**src/rtl/bm_pkg.sv**
```systemverilog
// Shared types for the burst master engine.
package bm_pkg;
    // Engine phase: idle, streaming write beats, read request, read data return
    typedef enum logic [1:0] {
        ST_IDLE  = 2'd0,
        ST_WRITE = 2'd1,
        ST_RADDR = 2'd2,
        ST_RDATA = 2'd3
    } bm_state_t;
endpackage

```
**src/rtl/bm_beat_counter.sv**
```systemverilog
// Down-counter of beats still outstanding in a burst.
// Assumes load and step never occur in the same cycle.
module bm_beat_counter #(
    parameter int CNT_W = 4
) (
    input  logic             clk,
    input  logic             rst_n,
    input  logic             load,
    input  logic [CNT_W-1:0] len,
    input  logic             step,
    output logic [CNT_W-1:0] remaining
);
    // Load the burst length, then count down once per beat
    always_ff @(posedge clk) begin
        if (!rst_n)
            remaining <= '0;
        else if (load)
            remaining <= len;
        else if (step && remaining != '0)
            remaining <= remaining - CNT_W'(1);
    end
endmodule

```
**src/rtl/bm_write_slot.sv**
```systemverilog
// Registered write-beat slot. It holds strobe and data steady while the bus stalls.
// The slot refills from the local source when it is empty or its beat is taken.
// Assumes 'more' drops to 0 once every beat of the burst has been loaded.
module bm_write_slot #(
    parameter int DATA_W = 32
) (
    input  logic              clk,
    input  logic              rst_n,
    input  logic              active,
    input  logic              more,
    input  logic              src_valid,
    input  logic [DATA_W-1:0] src_data,
    input  logic              bus_wait,
    output logic              src_ready,
    output logic              take,
    output logic              bus_write,
    output logic [DATA_W-1:0] bus_data
);
    logic slot_free;

    // The slot may change only when it is empty or its beat is accepted
    always_comb begin
        slot_free = !bus_write || !bus_wait;
        src_ready = active && more && slot_free;
        take      = src_ready && src_valid;
    end

    // Refill or empty the slot; a missing source word leaves a gap
    always_ff @(posedge clk) begin
        if (!rst_n) begin
            bus_write <= 1'b0;
            bus_data  <= '0;
        end else if (slot_free) begin
            bus_write <= take;
            if (take)
                bus_data <= src_data;
        end
    end
endmodule

```
**src/rtl/bm_read_capture.sv**
```systemverilog
// Captures returned read beats in the cycle they are valid.
// Beats outside the read data phase are dropped.
module bm_read_capture #(
    parameter int DATA_W = 32
) (
    input  logic              clk,
    input  logic              rst_n,
    input  logic              phase,
    input  logic              bus_valid,
    input  logic [DATA_W-1:0] bus_data,
    output logic              out_valid,
    output logic [DATA_W-1:0] out_data
);
    // Register each valid beat seen during the data phase
    always_ff @(posedge clk) begin
        if (!rst_n) begin
            out_valid <= 1'b0;
            out_data  <= '0;
        end else begin
            out_valid <= phase && bus_valid;
            if (phase && bus_valid)
                out_data <= bus_data;
        end
    end
endmodule

```
**src/rtl/burst_master.sv**
```systemverilog
// Burst master engine: one read or write burst per accepted command.
// Address and beat count are issued once and held for the burst.
// Assumes DATA_W is a multiple of 8 and BCNT_W is between 2 and 32.
module burst_master #(
    parameter int ADDR_W = 16,
    parameter int DATA_W = 32,
    parameter int BCNT_W = 4
) (
    input  logic                  clk,
    input  logic                  rst_n,
    input  logic                  cmd_valid,
    output logic                  cmd_ready,
    input  logic [ADDR_W-1:0]     cmd_addr,
    input  logic [BCNT_W-1:0]     cmd_len,
    input  logic                  cmd_write,
    input  logic                  wr_valid,
    output logic                  wr_ready,
    input  logic [DATA_W-1:0]     wr_data,
    output logic                  rd_valid,
    output logic [DATA_W-1:0]     rd_data,
    output logic                  done,
    output logic [ADDR_W-1:0]     m_address,
    output logic [BCNT_W-1:0]     m_burstcount,
    output logic                  m_read,
    output logic                  m_write,
    output logic [DATA_W-1:0]     m_writedata,
    output logic [DATA_W/8-1:0]   m_byteenable,
    input  logic                  m_waitrequest,
    input  logic [DATA_W-1:0]     m_readdata,
    input  logic                  m_readdatavalid
);
    import bm_pkg::*;

    localparam int               BE_W    = DATA_W / 8;
    localparam logic [BCNT_W-1:0] MAX_LEN = {1'b1, {(BCNT_W-1){1'b0}}};

    bm_state_t         state;
    logic              len_ok, start, ack_step, ack_last, load_more, take;
    logic [BCNT_W-1:0] ack_rem, load_rem;

    // Command acceptance and beat bookkeeping
    always_comb begin
        cmd_ready    = (state == ST_IDLE);
        len_ok       = (cmd_len != '0) && (cmd_len <= MAX_LEN);
        start        = cmd_valid && cmd_ready && len_ok;
        ack_step     = ((state == ST_WRITE) && m_write && !m_waitrequest) ||
                       ((state == ST_RDATA) && m_readdatavalid);
        ack_last     = ack_step && (ack_rem == BCNT_W'(1));
        load_more    = (load_rem != '0);
        m_byteenable = (state != ST_IDLE) ? {BE_W{1'b1}} : {BE_W{1'b0}};
    end

    // Beats still to complete on the bus
    bm_beat_counter #(.CNT_W(BCNT_W)) u_ack (
        .clk(clk), .rst_n(rst_n), .load(start), .len(cmd_len),
        .step(ack_step), .remaining(ack_rem)
    );

    // Write words still to take from the local source
    bm_beat_counter #(.CNT_W(BCNT_W)) u_load (
        .clk(clk), .rst_n(rst_n), .load(start && cmd_write), .len(cmd_len),
        .step(take), .remaining(load_rem)
    );

    bm_write_slot #(.DATA_W(DATA_W)) u_wslot (
        .clk(clk), .rst_n(rst_n), .active(state == ST_WRITE), .more(load_more),
        .src_valid(wr_valid), .src_data(wr_data), .bus_wait(m_waitrequest),
        .src_ready(wr_ready), .take(take), .bus_write(m_write), .bus_data(m_writedata)
    );

    bm_read_capture #(.DATA_W(DATA_W)) u_rcap (
        .clk(clk), .rst_n(rst_n), .phase(state == ST_RDATA),
        .bus_valid(m_readdatavalid), .bus_data(m_readdata),
        .out_valid(rd_valid), .out_data(rd_data)
    );

    // Phase sequencing, request registers and the completion pulse
    always_ff @(posedge clk) begin
        if (!rst_n) begin
            state        <= ST_IDLE;
            m_address    <= '0;
            m_burstcount <= '0;
            m_read       <= 1'b0;
            done         <= 1'b0;
        end else begin
            done <= 1'b0;
            unique case (state)
                ST_IDLE: begin
                    if (start) begin
                        m_address    <= cmd_addr;
                        m_burstcount <= cmd_len;
                        m_read       <= !cmd_write;
                        state        <= cmd_write ? ST_WRITE : ST_RADDR;
                    end
                end
                ST_WRITE: begin
                    if (ack_last) begin
                        state <= ST_IDLE;
                        done  <= 1'b1;
                    end
                end
                ST_RADDR: begin
                    if (!m_waitrequest) begin
                        m_read <= 1'b0;
                        state  <= ST_RDATA;
                    end
                end
                ST_RDATA: begin
                    if (ack_last) begin
                        state <= ST_IDLE;
                        done  <= 1'b1;
                    end
                end
                default: state <= ST_IDLE;
            endcase
        end
    end
endmodule

```
**config.mk**
```make
export PLATFORM = sky130hd
export DESIGN_NAME = burst_master
export DESIGN_NICKNAME = d
export VERILOG_FILES = /design/src/rtl/bm_pkg.sv /design/src/rtl/bm_beat_counter.sv /design/src/rtl/bm_write_slot.sv /design/src/rtl/bm_read_capture.sv /design/src/rtl/burst_master.sv
export SDC_FILE = /design/constraint.sdc
export NUM_CORES = 1
export LEC_CHECK = 0
export ABC_CLOCK_PERIOD_IN_PS = 1710
export BUFFER_PORTS_ARGS = -buffer_cell sky130_fd_sc_hd__buf_4
export CORE_AREA = 5 5 118 120
export DETAILED_ROUTE_END_ITERATION = 10
export DIE_AREA = 0 0 123 125
export GPL_TIMING_DRIVEN = 0
export SETUP_SLACK_MARGIN = 0.02
export SLEW_MARGIN = 20
export SYNTH_ARGS = -nofsm -noshare
export SYNTH_HDL_FRONTEND = slang
export SYNTH_SLANG_ARGS = --single-unit
```
**constraint.sdc**
```tcl
create_clock -name clk -period 1.71 [get_ports clk]
set_input_delay 0.171 -clock clk [delete_from_list [all_inputs] [get_ports clk]]
set_output_delay 0.171 -clock clk [all_outputs]
set_load 0.01 [all_outputs]
```
==> run metrics <==
final setup fails=1; Vias=3826; clock-pin slew on the worst setup and hold paths=70 ps; initial DRC count=between 150 and 200; Setup WS post-layout=-15.7 ps; clk_lat worst skew=roughly 340 ps; area of the multi-input gates=1660 sq um; VDD IR-drop max=0.000567 V; met1 wire length=5.08 mm; arrival time worst endpoint=1550 ps; Post-synth EDFFs=0; Initial Util=0.290; core area=approximately 13000 sq um; Fillers=1304; largest net degree at the start of global routing=16; Detail Placement HPWL=a little under 9 mm; CTS Buffer Depth=2; Rel. slew slack=0.574; register area=between 1500 and 2000 sq um; Placer Congestion=0.771; failing checks=negative setup slack; First-pass DRT Iterations=4; Seq/Total Area, Yosys=0.525; ANT nets after route=0; routed wire length=11.6 mm; library cells used by synthesis=41; Final nets=760; final hold violations=0; Syn Nets=560; Leakage=roughly 2.5 nW; pwr/cell area=861 nW/um^2; hold_buf cts=0; Buffers on Ports=184; gr ovfl total=0; drt via density=4.52; startpoint types=register; crit path kind=reg -> out; area grow syn2layout=56.6%; Synth Flop Type=dfxtp_1; CTS root buf=clkbuf_16; Die Ht=125 microns; Max-Cap Viols=0; CTS tree=yes; Synth Register Bits=a little under 100; cell count after synthesis=466; first-pass GRT wire length=17.8 mm; Antenna Cells=0; Final min period=1730 ps; initial antenna violation count=0; CTS sink count=98; Worst-Margin Slew=roughly 640 ps; Avg Cell Area, Syn=8.02 sq um; wire length per cell=13.6 microns; critical path capture point type=output pin; Top Layer Used=met4; number of core rows=42; Mapped Area=3740 sq um; gr usage total=0.144; Slew Viols, Final=0; WL met3=965 microns; fin crit share=1.01; HP Class=in -> reg; Num CTS Buffers=9; Post-DP Area=5340 sq um; H-tree depth=3; vias in the first global route=3647; chip width=123 microns; IO Count=185; warnings from Yosys=0; met2 routed WL=~5.3 mm; fin area=5850 sq um; asr flop ratio synth=0; CP Max Fanout=3; RSZ-0062 raised after global routing=true; clock skew=6.82 ps; die area=roughly 15000 sq um; f_max=about 580 MHz; ratio of cells with drive above 1 in the final layout=0.389; status=complete, but fails checks; Critical Path RT=1540 ps; drc violations=0; setup tns final=-15.7 ps
-- through the flow --
stage / worst slack, ps / util / hold WS, ps / std cells / total power [mW]
after global routing: -63.4 / 0.455 / 61.7 / 847 / 5.29
after global placement: -41.3 / 0.415 / 418 / 826 / 2.99
after CTS: -15.4 / 0.443 / 52.4 / 845 / 5.11
after detailed placement: -60.0 / 0.415 / 427 / 826 / 3.00
after floorplan: 75.6 / - / 299 / 466 / 2.67
final: -15.7 / 0.455 / 70.9 / 847 / 5.04
-- cell type report --
cell class	instances	share of cell area
buffer	32	0.0366
timing repair buffer	190	0.250
sequential	98	0.336
inverter	6	0.00385
multi-input combinational	329	0.284
clock buffer	11	0.0432
clock inverter	5	0.00898
tap	176	0.0376
-- cells by family after synthesis --
group,Yosys count,synth area share
AOI/OAI and AO/OA,105,0.152
xor gates and xnor gates,1,0.00234
adders and majority gates,3,0.0100
buffers and inverters,39,0.0546
DFF,98,0.525
muxes,4,0.0107
and+or+nand+nor,216,0.245
-- where the power goes --
group / switching, mW / internal (mW)
clock network: 0.844 / 1.21
logic: 0.282 / 0.336
registers: 0.0362 / 2.34
total: 1.16 / 3.88
-- synthesized netlist by cell type (2+ instances only) --
cell type | count | area share
o21ai_0 | 2 | 0.0027
nand3_1 | 9 | 0.012
a31oi_1 | 4 | 0.0067
ha_1 | 3 | 0.010
nand2_1 | 170 | 0.17
nand2b_1 | 3 | 0.0050
buf_2 | 10 | 0.013
o31a_1 | 2 | 0.0047
clkbuf_1 | 15 | 0.015
nor2_1 | 10 | 0.010
a21oi_1 | 88 | 0.12
dfxtp_1 | 98 | 0.52
nor3b_1 | 3 | 0.0060
and3_1 | 5 | 0.0084
inv_1 | 5 | 0.0050
mux2i_1 | 4 | 0.011
buf_4 | 4 | 0.0080
or3b_2 | 2 | 0.0047
buf_6 | 4 | 0.012
nor2b_1 | 3 | 0.0050
nor3_1 | 2 | 0.0027
-- metal layers --
metal  up-vias  global-route usage
li1       1933                   -
met1      1743               0.176
met2       133               0.230
met3        17              0.0483
met4         0              0.0580
met5         -                   0
-- path summary, 6_finish.rpt --
path | startpoint | to | slack [ps] | cells after the start
worst min-delay path | wr_data[30] | u_wslot.bus_data[30] | 70 | 3
worst max-delay path | u_load.remaining[0] | wr_ready | -20 | 5
worst max register to register | u_load.remaining[0] | u_wslot.bus_data[9] | 10 | 8
worst min register to register | m_address[14] | m_address[14] | 460 | 2
-- state kept, by name (all words and copies together), names as in the netlist --
register / count
u_wslot.bus_data: 32
u_load.remaining: 4
u_rcap.out_valid: 1
u_wslot.bus_write: 1
done: 1
u_rcap.out_data: 32
u_ack.remaining: 4
m_burstcount: 4
m_address: 16
state: 2
m_read: 1
-- layout by cell type (no fill, tap or decap), drive strengths merged, types with 2 or more instances in the layout --
cell / synthesis / final
a21oi: 88 / 88
a31oi: 4 / 4
and3: 5 / 5
buf: 18 / 203
clkbuf: 15 / 30
clkinv: 0 / 3
dfxtp: 98 / 98
ha: 3 / 3
inv: 6 / 6
mux2i: 4 / 4
nand2: 170 / 170
nand2b: 3 / 3
nand3: 10 / 10
nand4: 2 / 2
nor2: 10 / 10
nor2b: 3 / 3
nor3: 2 / 2
nor3b: 3 / 3
o21ai: 3 / 3
o31a: 2 / 2
or3b: 2 / 2
-- timing repair --
item	4_1_cts	5_1_grt
pin swaps	1	6
endpoints found under the setup margin	34	47
buffers inserted	3	1
endpoints found under the hold margin	0	0
resized for setup	10	38
cloned	0	2
-- critical path: stages, from the launching register on --
cell and delay [ps]:
dfxtp_2 330, inv_2 70, ha_4 130, or3b_4 380, and3_4 190, buf_6 120
No activity file was read; power rests on OpenSTA's default activity.
